**src/rtl/pcseq_pkg.sv**
```systemverilog
package pcseq_pkg;

    typedef enum logic [2:0] {
        CMD_STEP = 3'd0,
        CMD_REL  = 3'd1,
        CMD_ABS  = 3'd2,
        CMD_REG  = 3'd3,
        CMD_CALL = 3'd4,
        CMD_LINK = 3'd5,
        CMD_RET  = 3'd6,
        CMD_HOLD = 3'd7
    } cmd_e;

    typedef enum logic [2:0] {
        ST_IDLE    = 3'd0,
        ST_PUSH_HI = 3'd1,
        ST_CALL_LD = 3'd2,
        ST_POP_LO  = 3'd3,
        ST_RET_LD  = 3'd4
    } seq_e;

endpackage

```
**src/rtl/pcseq_target.sv**
```systemverilog
// Computes the candidate next addresses from the current counter.
module pcseq_target #(
    parameter int ADDR_W = 16,
    parameter int OFS_W  = 8
) (
    input  logic [ADDR_W-1:0] pc,
    input  logic [OFS_W-1:0]  offset,
    output logic [ADDR_W-1:0] next_pc,
    output logic [ADDR_W-1:0] rel_pc
);
    localparam int EXT_W = ADDR_W - OFS_W;

    logic [ADDR_W-1:0] ofs_ext;

    always_comb begin
        ofs_ext = {{EXT_W{offset[OFS_W-1]}}, offset};
        next_pc = pc + ADDR_W'(1);
        rel_pc  = pc + ofs_ext;
    end
endmodule

```
**src/rtl/pcseq_stack.sv**
```systemverilog
// Byte-wide return stack; pointer moves down on push, up on pop.
module pcseq_stack #(
    parameter int DEPTH = 16,
    parameter int LVL_W = $clog2(DEPTH + 1)
) (
    input  logic             clk,
    input  logic             rst_n,
    input  logic             push,
    input  logic             pop,
    input  logic [7:0]       wdata,
    output logic [7:0]       rdata,
    output logic [LVL_W-1:0] level
);
    localparam int IDX_W = $clog2(DEPTH);

    logic [7:0]       mem [DEPTH];
    logic [LVL_W-1:0] sp_d, sp_q;
    logic [IDX_W-1:0] wr_idx, rd_idx;

    always_comb begin
        wr_idx = IDX_W'(sp_q - LVL_W'(1));
        rd_idx = IDX_W'(sp_q);
        rdata  = mem[rd_idx];
        level  = LVL_W'(DEPTH) - sp_q;
        sp_d   = sp_q;
        if (push) begin
            sp_d = sp_q - LVL_W'(1);
        end else if (pop) begin
            sp_d = sp_q + LVL_W'(1);
        end
    end

    always_ff @(posedge clk or negedge rst_n) begin
        if (!rst_n) begin
            sp_q <= LVL_W'(DEPTH);
        end else begin
            sp_q <= sp_d;
        end
    end

    always_ff @(posedge clk) begin
        if (push) begin
            mem[wr_idx] <= wdata;
        end
    end
endmodule

```
**src/rtl/pc_sequencer.sv**
```systemverilog
module pc_sequencer
    import pcseq_pkg::*;
#(
    parameter int ADDR_W    = 16,
    parameter int OFS_W     = 8,
    parameter int STK_DEPTH = 16
) (
    input  logic              clk,
    input  logic              rst_n,
    input  logic [2:0]        cmd,
    input  logic              cond_en,
    input  logic              cond_flag,
    input  logic [ADDR_W-1:0] operand,
    input  logic [ADDR_W-1:0] reg_val,
    output logic [ADDR_W-1:0] pc_o,
    output logic              busy_o,
    output logic              stk_err_o,
    output logic              link_we_o,
    output logic [ADDR_W-1:0] link_data_o
);
    localparam int LVL_W    = $clog2(STK_DEPTH + 1);
    localparam int ADDR_BYT = 2;

    typedef struct packed {
        logic [ADDR_W-1:0] pc;
        seq_e              state;
        logic [ADDR_W-1:0] tgt;
        logic [7:0]        aux;
        logic              err;
        logic              lwe;
        logic [ADDR_W-1:0] ldata;
    } seq_t;

    seq_t s_d, s_q;

    logic [ADDR_W-1:0] next_pc, rel_pc;
    logic              push, pop;
    logic [7:0]        wdata, rdata;
    logic [LVL_W-1:0]  level;
    logic              take;
    logic              room_ok, fill_ok;

    pcseq_target #(
        .ADDR_W (ADDR_W),
        .OFS_W  (OFS_W)
    ) u_target (
        .pc      (s_q.pc),
        .offset  (operand[OFS_W-1:0]),
        .next_pc (next_pc),
        .rel_pc  (rel_pc)
    );

    pcseq_stack #(
        .DEPTH (STK_DEPTH),
        .LVL_W (LVL_W)
    ) u_stack (
        .clk   (clk),
        .rst_n (rst_n),
        .push  (push),
        .pop   (pop),
        .wdata (wdata),
        .rdata (rdata),
        .level (level)
    );

    always_comb begin
        s_d     = s_q;
        s_d.lwe = 1'b0;
        push    = 1'b0;
        pop     = 1'b0;
        wdata   = '0;
        take    = !cond_en || cond_flag;
        room_ok = level <= LVL_W'(STK_DEPTH - ADDR_BYT);
        fill_ok = level >= LVL_W'(ADDR_BYT);

        unique case (s_q.state)
            ST_IDLE: begin
                unique case (cmd_e'(cmd))
                    CMD_STEP: s_d.pc = next_pc;
                    CMD_HOLD: s_d.pc = s_q.pc;
                    CMD_REL:  s_d.pc = take ? rel_pc  : next_pc;
                    CMD_ABS:  s_d.pc = take ? operand : next_pc;
                    CMD_REG:  s_d.pc = take ? reg_val : next_pc;
                    CMD_LINK: begin
                        if (take) begin
                            s_d.pc    = reg_val;
                            s_d.lwe   = 1'b1;
                            s_d.ldata = next_pc;
                        end else begin
                            s_d.pc = next_pc;
                        end
                    end
                    CMD_CALL: begin
                        if (!take) begin
                            s_d.pc = next_pc;
                        end else if (!room_ok) begin
                            s_d.err = 1'b1;
                        end else begin
                            push      = 1'b1;
                            wdata     = next_pc[7:0];
                            s_d.aux   = 8'(next_pc >> 8);
                            s_d.tgt   = operand;
                            s_d.state = ST_PUSH_HI;
                        end
                    end
                    CMD_RET: begin
                        if (!take) begin
                            s_d.pc = next_pc;
                        end else if (!fill_ok) begin
                            s_d.err = 1'b1;
                        end else begin
                            pop       = 1'b1;
                            s_d.aux   = rdata;
                            s_d.state = ST_POP_LO;
                        end
                    end
                    default: s_d.pc = s_q.pc;
                endcase
            end
            ST_PUSH_HI: begin
                push      = 1'b1;
                wdata     = s_q.aux;
                s_d.state = ST_CALL_LD;
            end
            ST_CALL_LD: begin
                s_d.pc    = s_q.tgt;
                s_d.state = ST_IDLE;
            end
            ST_POP_LO: begin
                pop       = 1'b1;
                s_d.tgt   = ADDR_W'({s_q.aux, rdata});
                s_d.state = ST_RET_LD;
            end
            ST_RET_LD: begin
                s_d.pc    = s_q.tgt;
                s_d.state = ST_IDLE;
            end
            default: s_d.state = ST_IDLE;
        endcase
    end

    always_ff @(posedge clk or negedge rst_n) begin
        if (!rst_n) begin
            s_q       <= '0;
            s_q.state <= ST_IDLE;
        end else begin
            s_q <= s_d;
        end
    end

    always_comb begin
        pc_o        = s_q.pc;
        busy_o      = s_q.state != ST_IDLE;
        stk_err_o   = s_q.err;
        link_we_o   = s_q.lwe;
        link_data_o = s_q.ldata;
    end
endmodule

```
**config.mk**
```make
export PLATFORM = sky130hd
export DESIGN_NAME = pc_sequencer
export DESIGN_NICKNAME = d
export VERILOG_FILES = /design/src/rtl/pcseq_pkg.sv /design/src/rtl/pcseq_target.sv /design/src/rtl/pcseq_stack.sv /design/src/rtl/pc_sequencer.sv
export SDC_FILE = /design/constraint.sdc
export NUM_CORES = 1
export LEC_CHECK = 0
export ABC_CLOCK_PERIOD_IN_PS = 3300
export BUFFER_PORTS_ARGS = -buffer_cell sky130_fd_sc_hd__buf_4
export CAP_MARGIN = 25
export CORE_MARGIN = 2
export CORE_UTILIZATION = 55
export DETAILED_ROUTE_END_ITERATION = 16
export PLACE_DENSITY_LB_ADDON = 0.2
export SETUP_SLACK_MARGIN = 0.15
export SYNTH_ARGS = -nofsm -noshare
export SYNTH_HDL_FRONTEND = slang
export SYNTH_SLANG_ARGS = --single-unit
```
**constraint.sdc**
```tcl
create_clock -name clk -period 3.3 [get_ports clk]
set_clock_uncertainty 0.05 [all_clocks]
set_input_delay 0.495 -clock clk [delete_from_list [all_inputs] [get_ports clk]]
set_output_delay 0.495 -clock clk [all_outputs]
set_load 0.005 [all_outputs]
```
==> results.toml <==
[drt]
dr.pass1.iters = 5
viasPerCell = 6.61
ant_nets = 0
wl_per_cell_um = 25.1
detailedRoute.firstIterationViolations = 789
drt_wl_total_um = 29800
vias = 7827
drcViolationCount = 0

[placement]
place_area_um2 = 11300
dp_hpwl_um = 21500
port_buffers = 73
gp_congestion = 0.979
place_ws_ns = 0.116

[synthesis]
ys.flop_type = "edfxtp_1"
synth_compound_area_frac = 0.131
synth_top_family_by_area = "compound AO/OA/AOI/OAI gates"
synth-xor-area-share = 0.0175
synth.area.mux_share = 0.124
yosys.area.top_type = "edfxtp_1"
ys_ff_latch = 194
async_reset_ff_frac = 0.340
synth_edf_count = 128
ys_seq_area_frac = 0.522
synth-adder-area-share = 0.0281
syn_nets = 943
synth.avg_cell_area_um2 = 11.9
synth_top_area_frac = 0.365
syn_inst = 881
synth_cell_type_count = 84
yosys.area_share.simple = 0.125
netlist_area_um2 = 10500
synthTopCellsByArea = "edfxtp_1 37%, dfrtp_1 15%, mux4_2 6.4%"
ys_warn_count = 0

[cts]
clockRootBuffer = "clkbuf_16"
cts.sinks = 194
numCtsBuffers = 17
htreeDepth = 4
ctsHoldBuffers = 0
worstSkewPairLatency_ns = 0.44
clk_pin_slew_worst_paths_ns = 0.08
clk_path_buf_depth = 2
tritoncts = "yes"

[critical_path]
r2r_cells = 9
timing.rr.end = "u_stack.mem[10][0]"
arrival_ns = 3.04
r2r_setup_slack_ns = 0.29
crit_path_start_kind = "register"
crit_fanout = 12
cp-endpoint = "u_stack.mem[10][0]"
r2r-start = "u_stack.sp_q[1]"
path_class = "register to register"
crit_required_ns = 3.33
crit_start = "u_stack.sp_q[1]"
endpoint_kind = "register"

[final_layout]
register_area_um2 = 5500
final_common_cell = "edfxtp_1"
mostFrequentLayoutCells = "128 x edfxtp_1, 111 x buf_4, 94 x nand2_1"
drive_above_1_share = 0.260
fill_cells = 1428
antennaDiodeCount = 0
multiInputGateArea_um2 = 4640
synthToLayoutAreaGrowth_pct = 14.3
fin_nets = 999
fin_area_um2 = 12000

[grt]
grt_pass1_wl_um = 44400
grt-ovfl-total = 0
grt_usage = 0.299
grt_max_degree = 67
grt_pass1_vias = 7387
antenna_found_initial = 0

[timing]
final_max_slew_viol_count = 0
slew_headroom = 0.301
hold_ws_ns = 0.104
fin_crit_ns = 3.01
finalHoldViolations = 0
setup_viol = 0
tns_ns = 0
max_freq_mhz = 333
layout_setup_ws_ns = 0.295
rsz0062_at_grt = "no"
fin_crit_sh = 0.911
worstMarginPinSlew_ns = 1.04

[floorplanning]
start_util = 0.561
io_pins = 74
dieArea_um2 = 20300
die_h_um = 142
rows = 50
core_um2 = 18800
dieWidth_um = 142

[worst_hold_path]
hold_class = "input pin to async pin"

[pwr]
fin_total_pwr_w = 0.00839
ir_drop_uv = 929
power.density_nw_per_um2 = 697
p_leak_nw = 4.78

[status]
status = "finished clean"

[job]
maxCapViolCount = 0
registers in the layout, indices dropped and copies added, names as in the netlist:
register,cells
stk_err_o,1
s_q,27
pc_o,16
link_data_o,16
u_stack.sp_q,5
link_we_o,1
u_stack.mem,128
critical path, cell delays in order (launching register included):
cell,delay (ns)
dfrtp_1,0.47
inv_4,0.18
ha_4,0.25
nor2b_1,0.16
a21oi_1,0.19
o21ai_2,0.10
a211oi_4,0.42
a21oi_4,0.17
buf_4,0.23
nor3b_4,0.43
where the power goes:
part	internal, W	switching, W
Clock	0.00103	0.00106
Sequential	0.00286	0.000319
Combinational	0.00138	0.00175
Total	0.00527	0.00312
cell type report:
class | count | share of cell area
flip-flops and latches | 194 | 0.457
multi-input cells | 590 | 0.386
clock buffers | 17 | 0.0354
repair buffers | 116 | 0.0776
well taps | 234 | 0.0243
clock inverters | 15 | 0.0144
inverters | 18 | 0.00582
cell usage after synthesis (all sizes together), types with 4 or more instances:
| master | number |
|---|---|
| nand2b | 8 |
| or3 | 9 |
| buf | 57 |
| a221oi | 4 |
| nand2 | 94 |
| a22o | 4 |
| o22ai | 7 |
| nor2 | 47 |
| nand3 | 21 |
| o21ai | 38 |
| o21a | 8 |
| dfrtp | 65 |
| o31ai | 6 |
| mux4 | 32 |
| edfxtp | 128 |
| a31oi | 10 |
| nor2b | 9 |
| nor3 | 23 |
| inv | 18 |
| nand4 | 4 |
| a21o | 7 |
| a211oi | 11 |
| a22oi | 7 |
| mux2i | 24 |
| and2 | 10 |
| and3 | 6 |
| mux2 | 30 |
| xnor2 | 12 |
| ha | 22 |
| a21oi | 59 |
| o311ai | 4 |
| clkbuf | 22 |
| nor3b | 20 |
| xor2 | 9 |
metal layers:
metal	track usage	vias to the layer above	part of all wire
li1	-	3422	-
met1	0.450	3929	0.44
met2	0.438	422	0.44
met3	0.0602	54	0.090
met4	0.104	0	0.028
met5	0	-	0
cells by family (layout without fill, tap and decap cells):
kind of cell | count (synthesis) | count (layout)
buffers and inverters | 97 | 166
AND/OR/NAND/NOR | 262 | 262
XOR/XNOR | 21 | 21
flip-flops | 194 | 194
adder cells (fa/ha/maj) | 23 | 23
multiplexers | 86 | 86
AO/OA/AOI/OAI | 198 | 198
worst min-delay path by stage:
| stage | start | end | slack (ns) |
|---|---|---|---|
| 4_1_cts | rst_n | link_data_o[8] | 0.14 |
| 6_report | rst_n | link_data_o[8] | 0.10 |
| 3_3_place_gp | stk_err_o | stk_err_o | 0.42 |
| 2_1_floorplan | rst_n | link_data_o[0] | 0.15 |
| 3_5_place_dp | s_q[27] | s_q[27] | 0.44 |
| 5_1_grt | rst_n | link_data_o[11] | 0.16 |
per-stage QoR:
step                      utilization  std cells
after floorplan                     -        881
after global placement          0.602       1142
after detailed placement        0.602       1142
after CTS                       0.636       1178
after global routing            0.641       1184
final                           0.641       1184
timing repair:
item / CTS / global route
gates resized for setup: 0 / 2
buffers inserted: 4 / 6
gates cloned: 0 / 0
pin swaps: 1 / 5
setup endpoints to repair: 14 / 116
Power figures use the tool's default switching activity.
